`src/rtl/ushift_pkg.sv`:
```
package ushift_pkg;

  // Operation codes, indexed as {sel1, sel0}
  typedef enum logic [1:0] {
    OP_KEEP  = 2'b00,
    OP_UP    = 2'b01,   // toward the high bit
    OP_DOWN  = 2'b10,   // toward the low bit
    OP_LOAD  = 2'b11
  } op_t;

  // Bus drive rule: both enables active and not in load
  function automatic logic drive_ok(input logic oe_a_n, input logic oe_b_n,
                                    input op_t op);
    return (!oe_a_n) && (!oe_b_n) && (op != OP_LOAD);
  endfunction

  // Per-bit next value from its own bit, its two neighbours and the load bit
  function automatic logic bit_next(input logic clr_n, input op_t op,
                                    input logic self, input logic below,
                                    input logic above, input logic ld);
    logic r;
    if (!clr_n) r = 1'b0;
    else begin
      unique case (op)
        OP_KEEP: r = self;
        OP_UP:   r = below;
        OP_DOWN: r = above;
        default: r = ld;
      endcase
    end
    return r;
  endfunction

endpackage

```
`src/rtl/ushift_op_dec.sv`:
```
module ushift_op_dec
  import ushift_pkg::*;
(
  input  logic clk,
  input  logic clr_n,
  input  logic sel0,
  input  logic sel1,
  input  logic oe_a_n,
  input  logic oe_b_n,
  output op_t  op,
  output logic load_evt,
  output logic drv_en
);

  assign op       = op_t'({sel1, sel0});
  assign load_evt = clr_n && (op == OP_LOAD);
  assign drv_en   = drive_ok(oe_a_n, oe_b_n, op);

  // any inactive enable turns the bus drivers off
  p_oe_off_r6: assert property (@(posedge clk) disable iff (!clr_n)
    (oe_a_n || oe_b_n) |-> !drv_en);

  // load select frees the bus
  p_load_hiz_r6: assert property (@(posedge clk) disable iff (!clr_n)
    (sel0 && sel1) |-> !drv_en);

endmodule

```
`src/rtl/ushift_core.sv`:
```
module ushift_core
  import ushift_pkg::*;
#(
  parameter int WIDTH = 8
) (
  input  logic             clk,
  input  logic             clr_n,
  input  op_t              op,
  input  logic             ser_in_r,
  input  logic             ser_in_l,
  input  logic [WIDTH-1:0] ld_data,
  output logic [WIDTH-1:0] q
);

  localparam int TOP = WIDTH - 1;

  logic [WIDTH-1:0] d;
  logic [WIDTH-1:0] below_w;
  logic [WIDTH-1:0] above_w;

  // Neighbour wiring, one pair per bit
  for (genvar i = 0; i < WIDTH; i++) begin : g_bit
    if (i == 0) begin : g_lo
      assign below_w[i] = ser_in_r;
    end else begin : g_lo_mid
      assign below_w[i] = q[i-1];
    end
    if (i == TOP) begin : g_hi
      assign above_w[i] = ser_in_l;
    end else begin : g_hi_mid
      assign above_w[i] = q[i+1];
    end
    assign d[i] = bit_next(clr_n, op, q[i], below_w[i], above_w[i], ld_data[i]);
  end

  always_ff @(posedge clk) begin
    q <= d;
  end

  // clear wins over any select
  p_clear_r1: assert property (@(posedge clk)
    !clr_n |=> (q == '0));

  // load takes the bus word
  p_load_r2: assert property (@(posedge clk) disable iff (!clr_n)
    (op == OP_LOAD) |=> (q == $past(ld_data)));

  // shift toward the high bit
  p_up_r3: assert property (@(posedge clk) disable iff (!clr_n)
    (op == OP_UP) |=> (q[0] == $past(ser_in_r)) && (q[TOP:1] == $past(q[TOP-1:0])));

  // shift toward the low bit
  p_down_r4: assert property (@(posedge clk) disable iff (!clr_n)
    (op == OP_DOWN) |=> (q[TOP] == $past(ser_in_l)) && (q[TOP-1:0] == $past(q[TOP:1])));

  // keep
  p_keep_r5: assert property (@(posedge clk) disable iff (!clr_n)
    (op == OP_KEEP) |=> $stable(q));

endmodule

```
`src/rtl/ushift_reg.sv`:
```
module ushift_reg
  import ushift_pkg::*;
#(
  parameter int WIDTH = 8
) (
  input  logic             clk,
  input  logic             clr_n,
  input  logic             sel0,
  input  logic             sel1,
  input  logic             ser_in_r,
  input  logic             ser_in_l,
  input  logic             oe_a_n,
  input  logic             oe_b_n,
  input  logic [WIDTH-1:0] bus_in,
  output logic [WIDTH-1:0] bus_out,
  output logic             bus_oe,
  output logic             ser_out_lo,
  output logic             ser_out_hi
);

  localparam int TOP = WIDTH - 1;

  op_t              op;
  logic             load_evt;
  logic             drv_en;
  logic [WIDTH-1:0] q;

  ushift_op_dec u_dec (
    .clk      (clk),
    .clr_n    (clr_n),
    .sel0     (sel0),
    .sel1     (sel1),
    .oe_a_n   (oe_a_n),
    .oe_b_n   (oe_b_n),
    .op       (op),
    .load_evt (load_evt),
    .drv_en   (drv_en)
  );

  ushift_core #(.WIDTH(WIDTH)) u_core (
    .clk      (clk),
    .clr_n    (clr_n),
    .op       (op),
    .ser_in_r (ser_in_r),
    .ser_in_l (ser_in_l),
    .ld_data  (bus_in),
    .q        (q)
  );

  assign bus_out    = q;
  assign bus_oe     = drv_en;
  assign ser_out_lo = q[0];
  assign ser_out_hi = q[TOP];

  // a load with drivers off still captures the bus
  p_load_undriven_r7: assert property (@(posedge clk) disable iff (!clr_n)
    load_evt |=> (bus_out == $past(bus_in)));

  // the serial taps never disagree with the bus word's end bits
  p_serial_r8: assert property (@(posedge clk)
    (ser_out_lo == bus_out[0]) && (ser_out_hi == bus_out[TOP]));

endmodule

```
`config.mk`:
```
export PLATFORM = sky130hd
export DESIGN_NAME = ushift_reg
export DESIGN_NICKNAME = d
export VERILOG_FILES = /design/src/rtl/ushift_pkg.sv /design/src/rtl/ushift_op_dec.sv /design/src/rtl/ushift_core.sv /design/src/rtl/ushift_reg.sv
export SDC_FILE = /design/constraint.sdc
export NUM_CORES = 1
export LEC_CHECK = 0
export CELL_PAD_IN_SITES_DETAIL_PLACEMENT = 1
export CELL_PAD_IN_SITES_GLOBAL_PLACEMENT = 1
export CORE_UTILIZATION = 28
export DETAILED_ROUTE_END_ITERATION = 16
export PLACE_DENSITY_LB_ADDON = 0.12
export SLEW_MARGIN = 20
export SYNTH_ARGS = -nofsm -noshare
export SYNTH_HDL_FRONTEND = slang
export SYNTH_HIERARCHICAL = 1
export SYNTH_SLANG_ARGS = --single-unit
```
`constraint.sdc`:
```
create_clock -name clk -period 1.9 [get_ports clk]
set_input_delay 0.19 -clock clk [delete_from_list [all_inputs] [get_ports clk]]
set_output_delay 0.19 -clock clk [all_outputs]
set_load 0.02 [all_outputs]
```
==> results of run 1 <==
==> layout by cell type (no fill, tap or decap) <==
cell / n
nand2b_1: 1
nor3b_1: 6
a221oi_1: 7
a211oi_2: 1
o22ai_1: 6
clkdlybuf4s50_1: 26
clkbuf_4: 3
nor3_1: 1
dfxtp_1: 8
o221ai_1: 1
nor2_1: 2
a221oi_2: 1
nor4b_2: 1
or2_1: 1
inv_1: 3
ha_1: 3
==> how the worst max path moves through the flow <==
stage	from	endpoint	slack (ns)	depth (start not counted)
global placement	sel0	u_core/q[3]	0.11	6
global route	sel0	bus_oe	0.18	3
CTS	sel0	bus_oe	0.21	3
detailed placement	sel0	u_core/q[3]	0.07	6
floorplan	sel0	u_core/q[3]	0.63	7
finish	sel0	bus_oe	0.21	3
==> worst max-delay path, delay by kind of cell <==
family,cells,cell delay (ns)
AO/OA/AOI/OAI,1,0.23
buffers and inverters,2,1.09
==> report_power, final <==
group          internal [mW]  switching, mW
sequential             0.185         0.0191
combinational         0.0945         0.0812
clock                 0.0726         0.0622
==> area by class of cell <==
class / instances / area [µm²] / share of cell area
repair buffers: 26 / 260 / 0.356
multi-input cells: 31 / 258 / 0.352
clock buffers: 3 / 22.5 / 0.0308
flip-flops and latches: 8 / 160 / 0.219
well taps: 16 / 20.0 / 0.0274
inverters: 3 / 11.3 / 0.0154
==> metal layers <==
layer | vias up | wire (µm) | part of all wire | global-route usage
li1 | 235 | - | - | -
met4 | 0 | 5 | 0.0039 | 0.0563
met1 | 240 | 572 | 0.44 | 0.163
met5 | - | 0 | 0 | 0
met2 | 30 | 612 | 0.47 | 0.248
met3 | 2 | 105 | 0.081 | 0.0500
==> run metrics, run 1 <==
status=finished with violations; failing checks=design-rule violations; CTS H-tree lvls=1; R2R setup slack=1.02 ns; Routed WL=1300 µm; Non-Filler Instances=87; placed instance area=709 µm²; Final Total Pwr=0.515 mW; DRC Markers=3; first-pass GRT wire length=2000 µm; post-CTS setup buffers=0; Hold Vio Cnt, Final=0; initial core utilization=0.311; total I/O pin count=27; CP cell instances=clkdlybuf4s50_1, a211oi_2, clkdlybuf4s50_1; R2R Path End=u_core/q[0]; Setup CP Type=in2out; crit path DAT=1.50 ns; Hold WC Path Type=reg2reg; worst reg2reg path depth=2; Pleak=0.271 nW; max reg flops=8; initial antenna violation count=0; Post-CTS Resized=0; CTS tree=built; DRT Pass-1 Iters=10; slowest CP cell=clkdlybuf4s50_1; worst slew pin tran=0.297 ns; # placed instances=84; worst r2r src=u_core/q[1]; Hold Path Sink=u_core/q[2]; Detail Route Antenna Nets=0; final hold slack=0.559 ns; crit start category=input pin; Top Registers=u_core/q x8; hold_sp=u_core/q[2]; Core Area=0.00156 mm²; VDD IR-drop max=0.000276 V; largest buffer count on any clock path=2; Worst Hold Depth=2; Yosys warning count=6; I/O Buffers=26; CP endpoint kind=output port; dpl hpwl=986 µm; DR vias=507; Die H=43.6 µm; hold_buf cts=0; CTS clock-pin slew for the worst setup and hold paths=0.06 ns; Synthesized Nets=69; RSZ-0062 raised after global routing=no; clk root buf=clkbuf_4; max frequency=593 MHz; routed len/inst=14.9 µm; Global Route Usage Sum=0.145; total CTS buffers=3; Tmin final=1.69 ns; clock latency on the worst-skew pair=0.26 ns; final weighted congestion in routability-driven placement=0.722; number of global-route vias before repair=503; DIE WIDTH=43.6 µm; period utilisation layout=0.888; # diodes=0; Largest stage delay, worst path=0.63 ns; clock sink total=8; clock skew=0.00175 ns; initial drt markers=13; Syn Area/Cell=9.71 µm²; pwr/cell area=703 mW/mm²; Via-to-Cell Ratio=5.83; die footprint=0.00190 mm²; max-slew violations=0; synthesized instance count=50; final net count=92; Top cell by count, worst path=clkdlybuf4s50_1; row count=14; Fillers=175; final core occ=0.470; max_slew headroom=0.802; largest net degree at the start of global routing=9; crit-path max FO=3; setup_tns=0 ns; dpl ws=0.0655 ns; Most flops, register=u_core/q; layout cells sized above 1=0.0845; synthesized area=485 µm²; max-cap check violation count=0; Setup Viol. Count Final=0; final instance area=732 µm²; total gr overflow=0; Final WS setup=0.212 ns; Layout Area Growth over Synthesis=50.8%; Worst Path Required=1.71 ns
(Power assumes the default switching activity.)
==> run 2: changes to the inputs <==
CORE_UTILIZATION = 31   (was 28)
SYNTH_HIERARCHICAL = default   (was 1)
==> run 2 against run 1 <==
The flow now finishes without violations; sequential cell count unchanged; synthesized cell count shrank 2.0%; worst hold slack better by 0.038 ns; sequential share of layout area is 2.8 points lower; non-clock buffer count up 2; first-iteration DRC count down 69%; count of clock-buffer cells in the layout is the same.
==> run metrics, run 2 <==
Yosys cell types=14; DRC Markers=0 (was 3); register area share after synthesis=0.287; Detail Route Antenna Nets=0 (unchanged); DR vias=495 (was 507); Syn Area/Cell=11.4 µm² (was 9.71 µm²); first-pass GRT wire length=2260 µm (was 2000 µm); clk root buf=clkbuf_4 (unchanged); Die H=44.4 µm (was 43.6 µm); placed instance area=816 µm² (was 709 µm²); dpl hpwl=1040 µm (was 986 µm); Tmin final=1.84 ns (was 1.69 ns); Top Registers=u_core.q x8 (was u_core/q x8); total I/O pin count=27 (unchanged); Via-to-Cell Ratio=5.05 (was 5.83); Layout Area Growth over Synthesis=50.2% (was 50.8%); ys flop type=dfxtp_1; Yosys warning count=0 (was 6); Final Total Pwr=0.545 mW (was 0.515 mW); VDD IR-drop max=0.000308 V (was 0.000276 V); Post-CTS Resized=0 (unchanged); Final WS setup=0.0602 ns (was 0.212 ns); initial drt markers=4 (was 13); final instance area=838 µm² (was 732 µm²); crit-path max FO=3 (unchanged); total gr overflow=0 (unchanged); final net count=96 (was 92); clock skew=0.00289 ns (was 0.00175 ns); initial core utilization=0.350 (was 0.311); Most flops, register=u_core.q (was u_core/q); synthesized instance count=49 (was 50); post-CTS setup buffers=0 (unchanged); Hold Path Sink=u_core.q[7] (was u_core/q[2]); initial antenna violation count=0 (unchanged); R2R Path End=u_core.q[3] (was u_core/q[0]); Global Route Usage Sum=0.162 (was 0.145); crit start category=input pin (unchanged); die footprint=0.00197 mm² (was 0.00190 mm²); hold_sp=bus_in[7] (was u_core/q[2]); post-synth top area cell=dfxtp_1; Async S/R FF share, synth=0; R2R setup slack=1.07 ns (was 1.02 ns); Worst Hold Depth=3 (was 2); layout cells sized above 1=0.284 (was 0.0845); Pleak=0.326 nW (was 0.271 nW); period utilisation layout=0.968 (was 0.888); status=finished clean (was finished with violations); max_slew headroom=0.672 (was 0.802); multi-input combinational cell area=339 µm² (was 258 µm²); # diodes=0 (unchanged); worst reg2reg path depth=2 (unchanged); max-slew violations=0 (unchanged); number of global-route vias before repair=515 (was 503); DRT Pass-1 Iters=3 (was 10); commonest non-fill, non-tap cell in the layout=clkdlybuf4s50_1 (unchanged); final weighted congestion in routability-driven placement=0.648 (was 0.722); routed len/inst=13.8 µm (was 14.9 µm); worst slew pin tran=0.492 ns (was 0.297 ns); largest buffer count on any clock path=2 (unchanged); Worst Path Required=1.71 ns (about the same); CTS tree=built (unchanged); Hold WC Path Type=in2reg (was reg2reg); Core Area=0.00159 mm² (was 0.00156 mm²); pwr/cell area=650 mW/mm² (was 703 mW/mm²); largest net degree at the start of global routing=9 (unchanged); Hold Vio Cnt, Final=0 (unchanged); I/O Buffers=26 (unchanged); setup_tns=0 ns (unchanged); DIE WIDTH=44.4 µm (was 43.6 µm); max frequency=544 MHz (was 593 MHz); worst r2r src=u_core.q[2] (was u_core/q[1]); CP endpoint kind=output port (unchanged); area occupied by registers=160 µm² (unchanged); clock latency on the worst-skew pair=0.25 ns (was 0.26 ns); CTS H-tree lvls=1 (unchanged); Synthesized Nets=69 (unchanged); clock sink total=8 (unchanged); RSZ-0062 raised after global routing=no (unchanged); Post-synth top cells=a221oi_2, dfxtp_1, nor3b_2, o22ai_1, ha_1; Setup CP Type=in2out (unchanged); Routed WL=1360 µm (was 1300 µm); top post-synthesis cells by area=dfxtp_1, a221oi_2, nor3b_2, ha_1, o22ai_1; dpl ws=0.0358 ns (was 0.0655 ns); CTS clock-pin slew for the worst setup and hold paths=0.05 ns (was 0.06 ns); total CTS buffers=3 (unchanged); synthesized area=558 µm² (was 485 µm²); max-cap check violation count=0 (unchanged); row count=14 (unchanged); crit path DAT=1.65 ns (was 1.50 ns); share of the synthesized area in the top cell type=0.287; Synth Register Bits=8; Fillers=168 (was 175); max reg flops=8 (unchanged); hold_buf cts=0 (unchanged); Setup Viol. Count Final=0 (unchanged); commonest cells after routing, fill and taps aside=clkdlybuf4s50_1, a221oi_2, dfxtp_1 (was clkdlybuf4s50_1, dfxtp_1, a221oi_1); number of flops mapped to enable cells by yosys=0
-- run 2: changes by cell type in the layout (fill, tap and decap cells not counted), moves of 2 or more --
cell / before / now
a221oi_1: 7 / 0
a221oi_2: 1 / 8
buf_4: 0 / 2
nor2_1: 2 / 0
nor3b_1: 6 / 0
nor3b_2: 0 / 7
-- run 2: worst max-delay path: stages --
cell             delay, ns
clkdlybuf4s50_1       0.46
ha_1                  0.23
nor3_1                0.13
clkdlybuf4s50_1       0.64
-- run 2: power by group --
group	switching [mW]	total, mW	internal [mW]
Sequential	0.0235	0.209	0.185
Combinational	0.0936	0.204	0.110
Clock	0.0597	0.132	0.0724
-- run 2: cell type report --
cell class                      count  share of cell area
Timing Repair Buffer               28               0.328
Multi-Input combinational cell     32               0.404
Clock buffer                        3              0.0269
Inverter                            3              0.0134
Tap cell                           24              0.0358
Sequential cell                     8               0.191
-- run 2: kinds of logic (layout without fill, tap and decap cells) --
| family | after synthesis | after routing | share of synthesized area |
|---|---|---|---|
| buf+inv | 9 | 34 | 0.105 |
| flops | 8 | 8 | 0.287 |
| simple gates | 12 | 12 | 0.215 |
| compound gates | 16 | 16 | 0.303 |
| fa+ha+maj | 4 | 4 | 0.0897 |
-- run 2: worst max-delay path by stage --
stage | from | to
after floorplan | sel0 | u_core.q[1]
after global placement | sel0 | u_core.q[5]
after detailed placement | sel0 | bus_oe
after CTS | sel0 | bus_oe
after global routing | sel0 | bus_oe
final | sel0 | bus_oe
-- run 2: metrics by stage --
stage                util  hold WS [ns]  instances
detailed placement  0.512         0.634         95
floorplan               -         0.347         49
CTS                 0.526         0.591         98
global placement    0.512         0.622         95
global route        0.526         0.611         98
finish              0.526         0.596         98
-- run 2: routing by layer --
metal	up-vias	global-route usage	share of wire
met3	0	0.0367	0.049
met2	16	0.256	0.48
met4	0	0.0909	0
li1	240	-	-
met5	-	0	0
met1	239	0.201	0.47
==> run 3: changes to the inputs <==
CAP_MARGIN = 30   (was default)
==> results of run 3 <==
Final layout, timing and power as in run 2 (identical DEF).
